[src/rtl/rx_hdr_pkg.sv]
package rx_hdr_pkg;

   typedef enum logic [1:0] {
      ST_IDLE   = 2'd0,
      ST_SEARCH = 2'd1,
      ST_HDR    = 2'd2
   } hdr_st_t;

   typedef enum logic [1:0] {
      DM_DBPSK  = 2'd0,
      DM_DQPSK  = 2'd1,
      DM_CCK_LO = 2'd2,
      DM_CCK_HI = 2'd3
   } demod_t;

   localparam logic [7:0] RATE_1M  = 8'h0A;
   localparam logic [7:0] RATE_2M  = 8'h14;
   localparam logic [7:0] RATE_5M5 = 8'h37;
   localparam logic [7:0] RATE_11M = 8'h6E;

endpackage

[src/rtl/rx_hdr_delim.sv]
module rx_hdr_delim #(
   parameter int             W        = 16,
   parameter logic [W-1:0]   LONG_PAT = 16'hF3A0
) (
   input  logic clk,
   input  logic rst_n,
   input  logic clear,
   input  logic shift_en,
   input  logic din,
   input  logic short_sel,
   output logic hit
);

   if (W < 2) begin : g_bad_w
      $error("rx_hdr_delim: W must be at least 2");
   end

   logic [W-1:0] win;
   logic [W-1:0] win_nxt;
   logic [W-1:0] rev_pat;
   logic [W-1:0] target;

   // short-mode pattern is the mirror image of the long one
   for (genvar i = 0; i < W; i++) begin : g_rev
      assign rev_pat[i] = LONG_PAT[W-1-i];
   end

   assign win_nxt = {win[W-2:0], din};
   assign target  = short_sel ? rev_pat : LONG_PAT;
   assign hit     = shift_en && (win_nxt == target);

   always_ff @(posedge clk or negedge rst_n) begin
      if (!rst_n) begin
         win <= '0;
      end else if (clear) begin
         win <= '0;
      end else if (shift_en) begin
         win <= win_nxt;
      end
   end

endmodule

[src/rtl/rx_hdr_timer.sv]
module rx_hdr_timer #(
   parameter int BASE  = 16,
   parameter int SEL_W = 2
) (
   input  logic             clk,
   input  logic             rst_n,
   input  logic             arm,
   input  logic [SEL_W-1:0] sel,
   input  logic             tick,
   output logic             expire
);

   localparam int MAX_LIM = BASE << ((1 << SEL_W) - 1);
   localparam int CW      = $clog2(MAX_LIM);

   if (BASE < 2 || (BASE & (BASE - 1)) != 0) begin : g_bad_base
      $error("rx_hdr_timer: BASE must be a power of two >= 2");
   end
   if (SEL_W < 1 || SEL_W > 3) begin : g_bad_sel
      $error("rx_hdr_timer: SEL_W must be 1..3");
   end

   logic [SEL_W-1:0] sel_q;
   logic [CW-1:0]    cnt;
   logic [CW:0]      limit;
   logic [CW:0]      lim_m1;

   assign limit  = (CW+1)'(BASE) << sel_q;
   assign lim_m1 = limit - (CW+1)'(1);
   assign expire = tick && ({1'b0, cnt} == lim_m1);

   always_ff @(posedge clk or negedge rst_n) begin
      if (!rst_n) begin
         cnt   <= '0;
         sel_q <= '0;
      end else if (arm) begin
         cnt   <= '0;
         sel_q <= sel;
      end else if (tick && !expire) begin
         cnt <= cnt + 1'b1;
      end
   end

   // counted bits never reach the window size
   assert_cnt_in_window_R2: assert property (@(posedge clk) disable iff (!rst_n)
      ({1'b0, cnt} < limit));

endmodule

[src/rtl/rx_hdr_crc16.sv]
module rx_hdr_crc16 #(
   parameter int           W    = 16,
   parameter logic [W-1:0] POLY = 16'h1021
) (
   input  logic         clk,
   input  logic         rst_n,
   input  logic         init,
   input  logic         en,
   input  logic         din,
   output logic [W-1:0] crc_q
);

   if (W < 2) begin : g_bad_w
      $error("rx_hdr_crc16: W must be at least 2");
   end

   logic         fb;
   logic [W-1:0] crc_nxt;

   assign fb      = crc_q[W-1] ^ din;
   assign crc_nxt = {crc_q[W-2:0], 1'b0} ^ (fb ? POLY : '0);

   always_ff @(posedge clk or negedge rst_n) begin
      if (!rst_n) begin
         crc_q <= '1;
      end else if (init) begin
         crc_q <= '1;
      end else if (en) begin
         crc_q <= crc_nxt;
      end
   end

endmodule

[src/rtl/rx_hdr_ratedec.sv]
module rx_hdr_ratedec
   import rx_hdr_pkg::*;
(
   input  logic [7:0] rate,
   output demod_t     mode
);

   always_comb begin
      unique case (rate)
         RATE_2M:  mode = DM_DQPSK;
         RATE_5M5: mode = DM_CCK_LO;
         RATE_11M: mode = DM_CCK_HI;
         default:  mode = DM_DBPSK;
      endcase
   end

endmodule

[src/rtl/rx_hdr_check.sv]
module rx_hdr_check
   import rx_hdr_pkg::*;
#(
   parameter int                 DELIM_W    = 16,
   parameter logic [DELIM_W-1:0] LONG_DELIM = 16'hF3A0,
   parameter int                 TMO_BASE   = 16,
   parameter int                 TMO_SEL_W  = 2,
   parameter int                 SIG_W      = 8,
   parameter int                 SVC_W      = 8,
   parameter int                 LEN_W      = 16,
   parameter int                 CRC_W      = 16,
   parameter logic [CRC_W-1:0]   CRC_POLY   = 16'h1021
) (
   input  logic                 clk,
   input  logic                 rst_n,
   input  logic                 bit_in,
   input  logic                 bit_vld,
   input  logic                 acq_pulse,
   input  logic                 short_mode,
   input  logic [TMO_SEL_W-1:0] tmo_sel,
   input  logic                 err_clr,
   output logic [SIG_W-1:0]     sig_fld,
   output logic [SVC_W-1:0]     svc_fld,
   output logic [LEN_W-1:0]     len_fld,
   output logic [1:0]           demod_sel,
   output logic                 data_rdy,
   output logic                 crc_err,
   output logic                 reacq
);

   localparam int HDR_W = SIG_W + SVC_W + LEN_W;
   localparam int TOT_W = HDR_W + CRC_W;
   localparam int POS_W = $clog2(TOT_W);
   localparam logic [POS_W-1:0] LAST_POS = POS_W'(TOT_W - 1);
   localparam logic [POS_W-1:0] FLD_END  = POS_W'(HDR_W);

   if (SIG_W != 8) begin : g_bad_sig
      $error("rx_hdr_check: rate decoder expects an 8-bit rate code");
   end
   if (CRC_W < 2 || DELIM_W < 2) begin : g_bad_crc
      $error("rx_hdr_check: CRC_W and DELIM_W must be at least 2");
   end

   hdr_st_t          st;
   logic             short_q;
   logic [POS_W-1:0] pos;
   logic [HDR_W-1:0] hdr_sr;
   logic [CRC_W-1:0] rx_chk;
   logic [CRC_W-1:0] rx_chk_full;
   logic [CRC_W-1:0] crc_q;
   logic             srch_tick;
   logic             hdr_tick;
   logic             in_fields;
   logic             last_bit;
   logic             chk_ok;
   logic             hdr_fail;
   logic             delim_hit;
   logic             tmo_exp;
   demod_t           dec_mode;

   assign srch_tick   = bit_vld && !acq_pulse && (st == ST_SEARCH);
   assign hdr_tick    = bit_vld && !acq_pulse && (st == ST_HDR);
   assign in_fields   = (pos < FLD_END);
   assign last_bit    = hdr_tick && (pos == LAST_POS);
   assign rx_chk_full = {rx_chk[CRC_W-2:0], bit_in};
   assign chk_ok      = (~crc_q == rx_chk_full);
   assign hdr_fail    = last_bit && !chk_ok;

   rx_hdr_delim #(
      .W        (DELIM_W),
      .LONG_PAT (LONG_DELIM)
   ) u_delim (
      .clk       (clk),
      .rst_n     (rst_n),
      .clear     (acq_pulse),
      .shift_en  (srch_tick),
      .din       (bit_in),
      .short_sel (short_q),
      .hit       (delim_hit)
   );

   rx_hdr_timer #(
      .BASE  (TMO_BASE),
      .SEL_W (TMO_SEL_W)
   ) u_timer (
      .clk    (clk),
      .rst_n  (rst_n),
      .arm    (acq_pulse),
      .sel    (tmo_sel),
      .tick   (srch_tick),
      .expire (tmo_exp)
   );

   rx_hdr_crc16 #(
      .W    (CRC_W),
      .POLY (CRC_POLY)
   ) u_crc (
      .clk   (clk),
      .rst_n (rst_n),
      .init  (delim_hit),
      .en    (hdr_tick && in_fields),
      .din   (bit_in),
      .crc_q (crc_q)
   );

   rx_hdr_ratedec u_ratedec (
      .rate (hdr_sr[SIG_W-1:0]),
      .mode (dec_mode)
   );

   // header bit capture: fields arrive LSB first, check word MSB first
   always_ff @(posedge clk or negedge rst_n) begin
      if (!rst_n) begin
         hdr_sr <= '0;
         rx_chk <= '0;
      end else if (hdr_tick) begin
         if (in_fields) begin
            hdr_sr <= {bit_in, hdr_sr[HDR_W-1:1]};
         end else begin
            rx_chk <= rx_chk_full;
         end
      end
   end

   // sequencing
   always_ff @(posedge clk or negedge rst_n) begin
      if (!rst_n) begin
         st        <= ST_IDLE;
         short_q   <= 1'b0;
         pos       <= '0;
         data_rdy  <= 1'b0;
         reacq     <= 1'b0;
         sig_fld   <= '0;
         svc_fld   <= '0;
         len_fld   <= '0;
         demod_sel <= '0;
      end else begin
         reacq <= 1'b0;
         if (acq_pulse) begin
            st       <= ST_SEARCH;
            short_q  <= short_mode;
            data_rdy <= 1'b0;
         end else begin
            unique case (st)
               ST_SEARCH: begin
                  if (delim_hit) begin
                     st  <= ST_HDR;
                     pos <= '0;
                  end else if (tmo_exp) begin
                     st    <= ST_IDLE;
                     reacq <= 1'b1;
                  end
               end
               ST_HDR: begin
                  if (hdr_tick) begin
                     pos <= pos + 1'b1;
                     if (last_bit) begin
                        st <= ST_IDLE;
                        if (chk_ok) begin
                           sig_fld   <= hdr_sr[SIG_W-1:0];
                           svc_fld   <= hdr_sr[SIG_W +: SVC_W];
                           len_fld   <= hdr_sr[SIG_W+SVC_W +: LEN_W];
                           demod_sel <= dec_mode;
                           data_rdy  <= 1'b1;
                        end else begin
                           data_rdy <= 1'b0;
                           reacq    <= 1'b1;
                        end
                     end
                  end
               end
               default: st <= ST_IDLE;
            endcase
         end
      end
   end

   // sticky error: a new failure outranks the clear
   always_ff @(posedge clk or negedge rst_n) begin
      if (!rst_n) begin
         crc_err <= 1'b0;
      end else if (hdr_fail) begin
         crc_err <= 1'b1;
      end else if (err_clr) begin
         crc_err <= 1'b0;
      end
   end

   assert_rdy_after_header_R3: assert property (@(posedge clk) disable iff (!rst_n)
      $rose(data_rdy) |-> $past(st == ST_HDR));

   assert_fail_response_R7: assert property (@(posedge clk) disable iff (!rst_n)
      hdr_fail |=> (reacq && crc_err && !data_rdy));

   assert_err_sticky_R8: assert property (@(posedge clk) disable iff (!rst_n)
      $fell(crc_err) |-> $past(err_clr));

   assert_rdy_excl_reacq_R6: assert property (@(posedge clk) disable iff (!rst_n)
      !(data_rdy && reacq));

   assert_reacq_single_R2: assert property (@(posedge clk) disable iff (!rst_n)
      reacq |=> !reacq);

   assert_acq_clears_R11: assert property (@(posedge clk) disable iff (!rst_n)
      acq_pulse |=> (!data_rdy && st == ST_SEARCH));

   assert_fields_stable_R7: assert property (@(posedge clk) disable iff (!rst_n)
      !data_rdy |-> $stable(sig_fld) || $rose(data_rdy));

endmodule

[config.mk]
export PLATFORM = sky130hd
export DESIGN_NAME = rx_hdr_check
export DESIGN_NICKNAME = d
export VERILOG_FILES = /design/src/rtl/rx_hdr_pkg.sv /design/src/rtl/rx_hdr_delim.sv /design/src/rtl/rx_hdr_timer.sv /design/src/rtl/rx_hdr_crc16.sv /design/src/rtl/rx_hdr_ratedec.sv /design/src/rtl/rx_hdr_check.sv
export SDC_FILE = /design/constraint.sdc
export NUM_CORES = 1
export LEC_CHECK = 0
export BUFFER_PORTS_ARGS = -buffer_cell sky130_fd_sc_hd__buf_2
export CAP_MARGIN = 0
export CORE_ASPECT_RATIO = 0.6
export CORE_MARGIN = 5
export CORE_UTILIZATION = 38
export CTS_BUF_LIST = sky130_fd_sc_hd__clkbuf_16
export CTS_CLUSTER_DIAMETER = 60
export DETAILED_ROUTE_END_ITERATION = 8
export SYNTH_ARGS = -nofsm -noshare
export SYNTH_HDL_FRONTEND = slang
export SYNTH_SLANG_ARGS = --single-unit
[constraint.sdc]
create_clock -name clk -period 1.8 [get_ports clk]
set_input_delay 0.09 -clock clk [delete_from_list [all_inputs] [get_ports clk]]
set_output_delay 0.09 -clock clk [all_outputs]
set_load 0.02 [all_outputs]
; ---- After elaboration in Yosys (flattened, before gate mapping)
; Index checks and enable logic that the tools add are counted.
[word_totals]
latch_bits = 0
ff_bits = 133
ramBits = 0
memories = 0
input_bits = 9
rom_bits = 0
word_cells = 98
[op_classes]
div = 0
n_bitwise = 5
n_addsub = 3
eq_ne = 14
mul = 0
n_reduce_logical = 26
n_shift = 1
magnitude_cmp = 1
n_mux = 32
[op_table]
columns = cell, n
row1 = 2-to-1 mux 16 bit, 3
row2 = equality test 16 bit, 2
row3 = 2-to-1 mux 15 bit, 2
row4 = inverter 16 bit, 1
row5 = nonzero test 2 bit, 8
row6 = bitwise XOR 16 bit, 1
row7 = 2-to-1 mux 7 bit, 2
row8 = 2-to-1 mux 1 bit, 13
row9 = 2-to-1 mux 13 bit, 1
row10 = 2-to-1 mux 6 bit, 2
row11 = case mux 6 bit (2 select lines), 1
row12 = 2-to-1 mux 2 bit, 5
row13 = logical AND 1 bit, 9
row14 = equality test 7 x 8 -> 1 bit, 1
row15 = equality test 8 x 5 -> 1 bit (second input constant), 1
row16 = equality test 8 x 6 -> 1 bit (second input constant), 1
row17 = equality test 8 x 7 -> 1 bit (second input constant), 1
row18 = << shifter 5 x 2 -> 8 bit (first input constant), 1
row19 = subtractor 8 x 1 -> 8 bit (second input constant), 1
row20 = adder 7 x 1 -> 7 bit (second input constant), 1
row21 = adder 6 x 1 -> 6 bit (second input constant), 1
row22 = equality test 6 bit (second input constant), 1
row23 = < comparator 6 bit (second input constant), 1
row24 = != test 3 bit (second input constant), 2
row25 = other kinds (14), 20

; ---- Depth between registers and ports, before layout
; Gate-level depths: netlist of run 1.
[logic_depth]
ltp_word = 8
mapped_depth = 9
ltp_nobuf = 7

; ---- Hierarchy
; A second synthesis of run 1 with hierarchy kept.
[hier_totals]
hier_cells = 444
hier_area_um2 = 6037.0
[modules_own_cells]
columns = module, seq_area_each_um2, cells_per_inst, area_per_inst_um2, instances
row1 = rx_hdr_check, 2327.2, 258, 3937.5, 1
row2 = rx_hdr_crc16, 420.4, 56, 740.7, 1
row3 = rx_hdr_delim, 375.4, 61, 704.4, 1
row4 = rx_hdr_timer, 225.2, 60, 593.1, 1
row5 = rx_hdr_ratedec, 0.0, 9, 61.3, 1

; ---- Least setup slack after synthesis of run 1
; OpenSTA, ideal clock, no wires.
[synth_path]
path_kind = reg2reg
from = register st[0]
to = register sig_fld[0]
path_buffers = 1
arrival_ns = 1.750
setup_slack_ns = -0.078
path_stages_with_launch = 8
path_cell_list = dfrtp_1 -> inv_1 -> ha_1 -> nand4b_4 -> nor3_2 -> nand2_2 -> buf_6 -> mux2_1
[synth_between]
elab_chain_cells = 4
[synth_rtl]
columns = item, line
row1 = "start, declared", rx_hdr_check.sv:44  ; hdr_st_t st;
row2 = "start signal, assigned", rx_hdr_check.sv:128  ; st <= ST_IDLE;
row3 = "start signal, assigned", rx_hdr_check.sv:140  ; st <= ST_SEARCH;
row4 = "start signal, assigned", rx_hdr_check.sv:147  ; st <= ST_HDR;
row5 = equality test 2 bit *, "rx_hdr_check.sv:62, rx_hdr_check.sv:144"
row6 = logical AND 1 bit, rx_hdr_check.sv:62  ; assign hdr_tick = bit_vld && !acq_pulse && (st == ST_HDR);
row7 = logical AND 1 bit, rx_hdr_check.sv:64  ; assign last_bit = hdr_tick && (pos == LAST_POS);
row8 = AND reduction 5 bit (no line) *, -
row9 = "end signal, assigned", rx_hdr_check.sv:160  ; sig_fld <= hdr_sr[SIG_W-1:0];
row10 = "end, declared", rx_hdr_check.sv:22  ; output logic [SIG_W-1:0] sig_fld,
; Every way passes the cells marked *; elsewhere a longest branch is shown, timed or not.
; A chain may end at the register's enable or synchronous reset.

; ---- Final worst setup path of run 1
[layout_path]
from = register u_crc.crc_q[12]
to = register len_fld[14]
[layout_between]
elab_chain_cells = 3
[layout_rtl]
columns = item, line
row1 = "start, declared", rx_hdr_crc16.sv:10  ; output logic [W-1:0] crc_q
row2 = "start signal, assigned", rx_hdr_crc16.sv:29  ; crc_q <= crc_nxt;
row3 = inverter 16 bit, rx_hdr_check.sv:66  ; assign chk_ok = (~crc_q == rx_chk_full);
row4 = equality test 16 bit, rx_hdr_check.sv:66
row5 = AND reduction 5 bit (no line), -
row6 = "end signal, assigned", rx_hdr_check.sv:162  ; len_fld <= hdr_sr[SIG_W+SVC_W +: LEN_W];
row7 = "end, declared", rx_hdr_check.sv:24  ; output logic [LEN_W-1:0] len_fld,
; No other way between the ends.

==> flow_summary_export.csv, run 1 <==
group,metric,value,unit
power,peakVddDrop,696,uV
die,core,0.0152,mm^2
worst_setup_path,crit_fanout,8,
timing,tightestPinTransition,0.553,ns
route,avgViaCountPerCell,4.95,
route,avgRoutedWirePerCell,16.1,um
finish,antenna_cells,0,
timing,hold_viol,0,
worst_setup_path,crit_type,"reg -> reg",
worst_setup_path,required,2.09,ns
timing,slew_headroom,63.1,%
worst_setup_path,reg2reg_slack,-0.18,ns
cts,cts_made_buffers,17,
timing,drv_slew,0,
worst_setup_path,critPathArrivalTime,2.27,ns
route,top_layer,"met4",
logic_synthesis,ys_ff_latch,133,
power,switchingPower,1.50,mW
cts,path_clk_slew,0.06,ns
timing,finClkSkew,0.00897,ns
cts,htreeDepth,4,
placement,io_buffers,45,
run_status,outcome,"complete, but fails checks",
route,dr_wl_met3,559,um
power,swShare,23.1,%
global_route,antenna_found_initial,0,
die,chipWidth,170,um
power,leakagePower,4.07,nW
cts,cts_tree,"built",
timing,period_share,110,%
die,num_rows,35,
cts,clockBufferDepth,2,
global_route,grt_max_degree,51,
power,powerDensity,829,mW/mm^2
route,drtAntennaViolNets,0,
die,die_h,106,um
timing,max_freq,504,MHz
global_route,grt-ovfl-total,0,
worst_setup_path,crit_slowest_cell,"dfstp_2",
power,p_int,4.99,mW
timing,setup_ws,-0.185,ns
worst_setup_path,r2r_cells,6,
worst_setup_path,crit_path_start_kind,"register",
logic_synthesis,async_flop_share,100,%
global_route,grt_pass1_vias,4374,
timing,setup_violations,59,
die,start_util,38.4,%
worst_setup_path,regToRegStartpoint,"u_crc.crc_q[12]$_DFFE_PN1P_",
logic_synthesis,yosysSeqAreaShare,57.4,%
cts,clock-sinks,133,
run,cap_violations,0,
worst_setup_path,max_stage_delay,0.54,ns
finish,drive_above_1_share,36.5,%
worst_setup_path,worstPathCellList,"xnor2_1 > nor4_2 > and4_4 > nand2_8 > clkbuf_16 > mux2_4",
logic_synthesis,synth_nets,561,
worst_setup_path,endpoint_kind,"register",
power,clockPowerShare,50.1,%
global_route,grt_usage,15.4,%
logic_synthesis,syn_inst,548,
logic_synthesis,synth_edf_count,0,
logic_synthesis,synthFlopType,"dfrtp_1",
timing,timing.final.crit_period,1.98,ns
route,drt_wl_total,14.2,mm
finish,nNetsFinal,679,
logic_synthesis,synth_cell_type_count,54,
cts,clockRootBuffer,"clkbuf_16",
timing,rsz0062_at_grt,"yes",
worst_setup_path,reg2reg_to,"len_fld[14]$_DFFE_PN0P_",
route,firstDrtPassIters,5,
logic_synthesis,syn_area,0.00583,mm^2
finish,syn_to_final_growth,34.4,%
placement,place_congestion,0.825,
die,io_pins,46,
power,seq_power_share,46.6,%
finish,fill_cells,1267,
finish,regArea,0.00335,mm^2
die,design.die.area,0.0180,mm^2
logic_synthesis,ys.warnings.count,0,
route,dr_wl_met2,6.25,mm
timing,whs,0.212,ns
route,num_vias,4363,
finish,finish.instance_area,0.00783,mm^2
route,met1_length,7.29,mm
run_status,violations,"negative setup slack",
finish,multi_input_area,0.00265,mm^2
route,drt_iter0_markers,286,
power,combPwrFrac,3.3,%
cts,clk_latency,0.41,ns
placement,placed_area,0.00670,mm^2
route,drcViolationCount,0,
hold_path,worst_hold_path_type,"in -> async",
global_route,grt_pass1_wl,22.3,mm
placement,hpwl,8.68,mm
logic_synthesis,synth.avg_cell_area,10.6,um^2
-- cell type report --
class | instances | share of cell area, %
flip-flops and latches | 133 | 42.8
multi-input cells | 385 | 33.9
repair buffers | 124 | 12.8
clock buffers | 17 | 5.43
well taps | 203 | 3.24
clock inverters | 15 | 1.69
inverters | 5 | 0.240
-- cells by family after synthesis --
family	after synthesis	share of synthesized area, %
simple gates	263	20.6
flops	133	57.4
mux	53	10.2
compound gates	42	5.09
buf+inv	30	2.40
xor+xnor	23	3.46
fa+ha+maj	4	0.859
-- how the worst max path moves through the flow --
stage / slack, ns / start / to / cells past startpoint
2_1_floorplan: 0.01 / u_crc.crc_q[9]$_DFFE_PN1P_ / sig_fld[0]$_DFFE_PN0P_ / 6
3_3_place_gp: -0.09 / st[1]$_DFFE_PN0P_ / pos[5]$_DFFE_PN0P_ / 7
3_5_place_dp: -0.12 / u_crc.crc_q[4]$_DFFE_PN1P_ / len_fld[0]$_DFFE_PN0P_ / 6
4_1_cts: -0.12 / u_crc.crc_q[4]$_DFFE_PN1P_ / len_fld[0]$_DFFE_PN0P_ / 6
5_1_grt: -0.22 / u_crc.crc_q[10]$_DFFE_PN1P_ / sig_fld[0]$_DFFE_PN0P_ / 6
6_report: -0.18 / u_crc.crc_q[12]$_DFFE_PN1P_ / len_fld[14]$_DFFE_PN0P_ / 6
-- power by group through the flow --
| stage | registers, mW | clock network [mW] | logic [mW] |
|---|---|---|---|
| after floorplan | 3.07 | 0 | 0.0742 |
| after global placement | 3.08 | 0 | 0.185 |
| after detailed placement | 3.08 | 0 | 0.191 |
| after CTS | 3.03 | 3.32 | 0.219 |
| after global routing | 3.03 | 3.44 | 0.241 |
| final | 3.03 | 3.25 | 0.214 |
-- Yosys cell counts, drive strengths merged (2+ instances only) --
cell / n / area, um^2
nor2: 9 / 33.8
nand2b: 5 / 31.3
ha: 4 / 50.1
nand3: 38 / 190
nor4: 8 / 50.1
o41ai: 2 / 32.5
nand3b: 2 / 15.0
nand4b: 2 / 32.5
and3: 3 / 18.8
o22ai: 2 / 12.5
a21o: 3 / 22.5
mux2: 50 / 563
o211a: 2 / 20.0
nor3b: 2 / 15.0
xnor2: 21 / 184
dfstp: 16 / 420
nor3: 6 / 35.0
buf: 11 / 68.8
nand2: 170 / 641
nand4: 2 / 12.5
or3: 2 / 12.5
inv: 5 / 18.8
clkbuf: 14 / 52.6
a21oi: 13 / 65.1
or2: 2 / 12.5
a211oi: 2 / 15.0
o21ai: 7 / 35.0
and2: 3 / 18.8
nor4bb: 3 / 30.0
o211ai: 3 / 22.5
mux2i: 3 / 30.0
and3b: 2 / 17.5
xor2: 2 / 17.5
dfrtp: 117 / 2930
-- per-layer routing --
layer	up-vias	GRT usage [%]
li1	2103	-
met1	2161	22.4
met2	88	22.8
met3	11	4.35
met4	0	4.33
met5	-	0
-- timing repair --
item                                   4_1_cts  5_1_grt
setup endpoints to repair                   60       93
resized for setup                           21       52
gates cloned                                 1        4
pin swaps                                    4       12
hold buffers                                 7        0
endpoints found under the hold margin       39        0
setup buffers                                4        7
-- metrics by stage --
| step | setup TNS [ns] | std cells | util (%) | setup slack [ns] | total power, mW |
|---|---|---|---|---|---|
| 5_1_grt | -9.95 | 882 | 51.5 | -0.220 | 6.71 |
| 4_1_cts | -4.17 | 872 | 49.3 | -0.125 | 6.56 |
| 6_report | -6.36 | 882 | 51.5 | -0.185 | 6.49 |
| 3_3_place_gp | -2.82 | 828 | 44.1 | -0.0924 | 3.26 |
| 2_1_floorplan | 0 | 548 | - | 0.0143 | 3.15 |
| 3_5_place_dp | -3.94 | 828 | 44.1 | -0.122 | 3.27 |
-- sequential cells by signal (all words and copies together), names as in the netlist, 6 cells and up --
register / count
rx_chk: 15
u_crc.crc_q: 16
svc_fld: 8
len_fld: 16
u_delim.win: 15
pos: 6
hdr_sr: 32
u_timer.cnt: 7
sig_fld: 8
-- cells in the final DEF (no fill, tap or decap), types with 7 or more instances in the layout --
| master | instances |
|---|---|
| nand2_1 | 168 |
| dfrtp_1 | 116 |
| buf_4 | 58 |
| buf_2 | 44 |
| nand3_1 | 23 |
| clkbuf_16 | 19 |
| xnor2_1 | 18 |
| mux2_2 | 18 |
| mux2_1 | 18 |
| dfstp_2 | 16 |
| mux2_4 | 14 |
| nand3_2 | 13 |
| a21oi_1 | 10 |
| nor2_1 | 8 |
| dlygate4sd3_1 | 7 |
| buf_12 | 7 |
-- worst max-delay path: cells and delay by family (launching register included) --
family	cells	cell delay [ns]
xor+xnor	1	0.10
buf+inv	1	0.21
flops	1	0.54
mux	1	0.30
simple gates	3	0.72
No activity file was read; power rests on OpenSTA's default activity.
==> run 2: changes to the inputs <==
--- a/config.mk
+++ b/config.mk
@@ -6,7 +6,7 @@
 export NUM_CORES = 1
 export LEC_CHECK = 0
 export BUFFER_PORTS_ARGS = -buffer_cell sky130_fd_sc_hd__buf_2
-export CAP_MARGIN = 0
+export CAP_MARGIN = 10
 export CORE_ASPECT_RATIO = 0.6
 export CORE_MARGIN = 5
 export CORE_UTILIZATION = 38
@@ -16,3 +16,4 @@
 export SYNTH_ARGS = -nofsm -noshare
 export SYNTH_HDL_FRONTEND = slang
 export SYNTH_SLANG_ARGS = --single-unit
+export TNS_END_PERCENT = 20
==> constraint.sdc (replaced) <==
create_clock -name clk -period 2.4 [get_ports clk]
set_input_delay 0.12 -clock clk [delete_from_list [all_inputs] [get_ports clk]]
set_output_delay 0.12 -clock clk [all_outputs]
set_load 0.02 [all_outputs]
==> run 2 against run 1 <==
Against the previous run:
- the run now ends clean
- worst setup slack better by 0.45 ns
- sequential cell count unchanged
- via count decreased by 4.6%
- fmax down 6.9%
- die area unchanged
- clock skew increased by 0.0090 ns
- design area decreased by 11%
- clock power down 15%
- wire length fell by 12%
- power decreased by 21%
- global-route usage fell by 0.41 points
- sequential share of layout area is 5.2 points higher
==> flow_summary_export.csv, run 2 (synthesized netlist as in run 1, its figures left out) <==
group,metric,value,unit
route,drtAntennaViolNets,0,
hold_path,worst_hold_path_type,"in -> reg",
cts,cts_made_buffers,17,
route,num_vias,4162,
timing,timing.final.crit_period,2.13,ns
cts,clockBufferDepth,2,
worst_setup_path,crit_type,"reg -> reg",
worst_setup_path,critPathArrivalTime,2.43,ns
finish,finish.instance_area,0.00698,mm^2
hold_path,hold_path_depth,3,
finish,largestRegisters,"hdr_sr (32), len_fld (16), u_crc.crc_q (16)",
worst_setup_path,crit_fanout,34,
power,power.total,5.15,mW
timing,drv_slew,0,
timing,whs,0.0204,ns
power,powerDensity,739,mW/mm^2
placement,placed_area,0.00630,mm^2
cts,postCtsSetupRepairBufs,0,
power,leakagePower,3.57,nW
timing,setup_tns,0,ns
worst_setup_path,r2r_cells,6,
worst_setup_path,required,2.70,ns
die,design.die.area,0.0180,mm^2
global_route,grt_usage,15.0,%
worst_setup_path,crit_path_start_kind,"register",
run,cap_violations,0,
die,start_util,38.4,%
placement,place_congestion,0.776,
worst_setup_path,endpoint_kind,"register",
timing,tightestPinTransition,0.547,ns
finish,regMostFlops,"hdr_sr",
cts,clock-sinks,133,
global_route,grt-ovfl-total,0,
finish,final_cell_mix,"nand2_1 (169), dfrtp_1 (117), buf_2 (44)",
placement,hpwl,8.44,mm
timing,finClkSkew,0.0180,ns
route,avgViaCountPerCell,5.09,
cts,cts_tree,"built",
route,firstDrtPassIters,5,
power,peakVddDrop,376,uV
route,drt_iter0_markers,254,
finish,largest_reg_flops,32,
global_route,antenna_found_initial,0,
run_status,outcome,"complete, no violations",
timing,hold_viol,0,
route,avgRoutedWirePerCell,15.3,um
timing,slew_headroom,63.6,%
cts,clockRootBuffer,"clkbuf_16",
finish,antenna_cells,0,
finish,final_common_cell,"nand2_1",
finish,syn_to_final_growth,19.7,%
route,drt_wl_total,12.5,mm
timing,setup_violations,0,
die,die_h,106,um
global_route,grt_pass1_vias,4149,
cts,htreeDepth,4,
die,io_pins,46,
cts,path_clk_slew,0.06,ns
die,num_rows,35,
finish,nNetsFinal,616,
timing,max_freq,469,MHz
timing,period_share,88.8,%
global_route,grt_pass1_wl,21.7,mm
timing,rsz0062_at_grt,"no",
finish,drive_above_1_share,21.0,%
cts,clk_latency,0.42,ns
global_route,grt_max_degree,53,
die,chipWidth,170,um
route,drcViolationCount,0,
placement,io_buffers,45,
die,core,0.0152,mm^2
finish,utilization,45.9,%
[run 2: layout make-up]
cell class                      count  area [um^2]
Clock buffer                       17          425
Sequential cell                   133         3350
Fill cell                        1396         8220
Tap cell                          203          254
Multi-Input combinational cell    385         2340
Timing Repair Buffer               61          385
Clock inverter                     14          203
Inverter                            5         18.8
[run 2: stage by stage]
| stage | instances | setup WS, ns |
|---|---|---|
| 2_1_floorplan | 548 | 0.522 |
| 3_3_place_gp | 782 | 0.337 |
| 3_5_place_dp | 782 | 0.283 |
| 4_1_cts | 818 | 0.291 |
| 5_1_grt | 818 | 0.107 |
| 6_report | 818 | 0.268 |
[run 2: power breakdown]
part	leakage [nW]	switching (mW)	internal, mW
clock	0.310	1.00	1.75
sequential	1.78	0.0127	2.26
combinational	1.48	0.0921	0.0428
[run 2: what timing repair did]
action                    in CTS  in global routing
hold endpoints to repair      29                  0
hold buffers                   5                  0
resized for setup              0                  0
[run 2: routing by layer]
metal / global-route usage, % / share of wire (%) / vias up
met5: 0 / 0 / -
met4: 4.05 / 0.96 / 0
met3: 4.42 / 4.2 / 11
met2: 21.9 / 45 / 84
met1: 21.9 / 50 / 2084
li1: - / - / 1983
[run 2: worst paths after layout]
| check | startpoint | end | slack (ns) |
|---|---|---|---|
| worst max register to register | u_crc.crc_q[4]$_DFFE_PN1P_ | len_fld[0]$_DFFE_PN0P_ | 0.27 |
| worst min-delay path | bit_in | hdr_sr[31]$_DFFE_PN0P_ | 0.02 |
| min in group asynchronous | rst_n | rx_chk[1]$_DFFE_PN0P_ | 0.22 |
| max in group asynchronous | rst_n | pos[1]$_DFFE_PN0P_ | 1.39 |
| worst min register to register | len_fld[9]$_DFFE_PN0P_ | len_fld[9]$_DFFE_PN0P_ | 0.48 |
| worst max-delay path | u_crc.crc_q[4]$_DFFE_PN1P_ | len_fld[0]$_DFFE_PN0P_ | 0.27 |
[run 2: worst max-delay path, stage by stage, from the launching register on]
cell and delay [ns]:
dfstp_2 0.56, xnor2_1 0.09, nor4_1 0.33, and4_1 0.29
nand2_2 0.06, buf_4 0.28, mux2_1 0.38
==> run 3: changes to the inputs <==
--- a/config.mk
+++ b/config.mk
@@ -8,7 +8,7 @@
 export BUFFER_PORTS_ARGS = -buffer_cell sky130_fd_sc_hd__buf_2
 export CAP_MARGIN = 10
 export CORE_ASPECT_RATIO = 0.6
-export CORE_MARGIN = 5
+export CORE_MARGIN = 4
 export CORE_UTILIZATION = 38
 export CTS_BUF_LIST = sky130_fd_sc_hd__clkbuf_16
 export CTS_CLUSTER_DIAMETER = 60
==> constraint.sdc (replaced) <==
create_clock -name clk -period 2.4 [get_ports clk]
set_input_delay 0.12 -clock clk [delete_from_list [all_inputs] [get_ports clk]]
set_output_delay 0.12 -clock clk [all_outputs]
set_load 0.01 [all_outputs]
==> run 3 against run 2 <==
Against the previous run:
- die area fell by 3.0%
- first-iteration DRC count rose by 22%
- critical path type unchanged
- register-to-register slack improved by 0.06 ns
- highest routed layer unchanged
- non-clock buffer count rose by 1
- cell count fell by 0.24%
- largest power group unchanged
- utilization rose by 1.5 points
==> flow_summary_export.csv, run 3 (synthesized netlist as in run 1, its figures left out) <==
group,metric,value,unit
route,drt_wl_total,12.6,mm
hold_path,worst_hold_path_type,"in -> reg",
global_route,antenna_found_initial,0,
global_route,grt_pass1_wl,21.7,mm
placement,io_buffers,45,
worst_setup_path,critPathArrivalTime,2.37,ns
die,start_util,39.5,%
die,core,0.0148,mm^2
route,firstDrtPassIters,5,
finish,largestRegisters,"hdr_sr (32), len_fld (16), u_crc.crc_q (16)",
cts,cts_made_buffers,17,
worst_setup_path,reg2reg_to,"svc_fld[0]$_DFFE_PN0P_",
run,cap_violations,0,
finish,syn_to_final_growth,20.2,%
worst_setup_path,crit_fanout,34,
cts,path_clk_slew,0.06,ns
global_route,grt_max_degree,51,
cts,cts_resized,0,
worst_setup_path,crit_type,"reg -> reg",
cts,clock-sinks,133,
cts,clockBufferDepth,2,
placement,place_congestion,0.821,
worst_setup_path,r2r_cells,6,
timing,drv_slew,0,
route,num_vias,4135,
cts,htreeDepth,4,
die,design.die.area,0.0175,mm^2
worst_setup_path,reg2reg_slack,0.33,ns
timing,whs,0.0447,ns
timing,hold_viol,0,
finish,final_common_cell,"nand2_1",
route,drcViolationCount,0,
timing,period_share,86.3,%
hold_path,holdPathEnd,"hdr_sr[31]$_DFFE_PN0P_",
timing,max_freq,483,MHz
placement,hpwl,8.43,mm
timing,timing.final.crit_period,2.07,ns
finish,nNetsFinal,617,
global_route,grt-ovfl-total,0,
timing,setup_violations,0,
timing,setup_tns,0,ns
route,avgViaCountPerCell,5.07,
route,drt_iter0_markers,310,
finish,utilization,47.5,%
power,powerDensity,752,mW/mm^2
timing,rsz0062_at_grt,"no",
die,num_rows,34,
power,peakVddDrop,363,uV
worst_setup_path,crit_path_start_kind,"register",
die,chipWidth,168,um
timing,finClkSkew,0.0141,ns
die,io_pins,46,
worst_setup_path,required,2.69,ns
finish,largest_reg_flops,32,
global_route,grt_pass1_vias,4151,
run_status,outcome,"complete, no violations",
route,drtAntennaViolNets,0,
finish,regMostFlops,"hdr_sr",
power,leakagePower,3.59,nW
timing,slew_headroom,63.8,%
finish,final_cell_mix,"nand2_1 (169), dfrtp_1 (117), buf_2 (44)",
die,die_h,104,um
hold_path,hold_path_depth,3,
worst_setup_path,endpoint_kind,"register",
timing,tightestPinTransition,0.543,ns
hold_path,min_from,"bit_in",
global_route,grt_usage,15.3,%
route,avgRoutedWirePerCell,15.5,um
worst_setup_path,regToRegStartpoint,"u_crc.crc_q[12]$_DFFE_PN1P_",
cts,clockRootBuffer,"clkbuf_16",
cts,clk_latency,0.42,ns
cts,cts_tree,"built",
finish,drive_above_1_share,21.1,%
-- run 3: changes by cell type in the layout (fill, tap and decap cells not counted) --
cell / before / now
inv_6: 2 / 3
inv_1: 5 / 6
clkinv_4: 5 / 4
diode_2: 0 / 1
bufinv_16: 4 / 5
clkinvlp_4: 0 / 1
inv_8: 1 / 0
buf_4: 10 / 11
clkinv_2: 2 / 1
-- run 3: stage by stage --
stage	instance area, um^2	instances	worst slack (ns)	power, mW
after CTS	7000	815	0.340	5.33
after global placement	6300	778	0.359	2.43
after detailed placement	6300	778	0.344	2.44
after global routing	7000	815	0.197	5.45
after floorplan	5830	548	0.522	2.36
final	7010	816	0.328	5.27
-- run 3: cell type report --
type                       instances  area (um^2)
inverter                           5         18.8
multi-input combinational        385         2340
tap                              198          248
antenna                            1         2.50
fill                            1354         7750
clock inverter                    15          228
timing repair buffer              62          393
sequential                       133         3350
clock buffer                      17          425
-- run 3: worst max path at each step --
stage                                           start                        to  cells after the start
after global routing      u_crc.crc_q[12]$_DFFE_PN1P_  demod_sel[1]$_DFFE_PN0P_                      6
after floorplan                     st[0]$_DFFE_PN0P_    sig_fld[0]$_DFFE_PN0P_                      7
after global placement     u_crc.crc_q[7]$_DFFE_PN1P_    sig_fld[4]$_DFFE_PN0P_                      6
after detailed placement  u_crc.crc_q[12]$_DFFE_PN1P_    sig_fld[1]$_DFFE_PN0P_                      6
final                     u_crc.crc_q[12]$_DFFE_PN1P_    svc_fld[0]$_DFFE_PN0P_                      6
after CTS                 u_crc.crc_q[12]$_DFFE_PN1P_    sig_fld[1]$_DFFE_PN0P_                      6
-- run 3: per-layer routing --
layer	wire length (um)	track usage, %	part of all wire [%]
met5	0	0	0
met4	123	4.52	0.97
met3	472	3.99	3.7
met2	5640	22.1	45
met1	6390	22.5	51
-- run 3: worst max-delay path, cell delays in order, from the launching register on --
cell	delay, ns
dfstp_2	0.56
xnor2_1	0.10
nor4_1	0.31
and4_1	0.27
nand2_2	0.05
buf_4	0.28
mux2_1	0.37
-- run 3: power by group --
group	internal (mW)	switching, mW	leakage, nW
combinational	0.0426	0.0928	1.48
clock	1.85	1.01	0.320
sequential	2.26	0.0126	1.78
total	4.15	1.12	3.59
-- run 3: repair_timing --
action                    CTS  global route
setup buffers               0             0
hold endpoints to repair   35             0
hold buffers                5             0
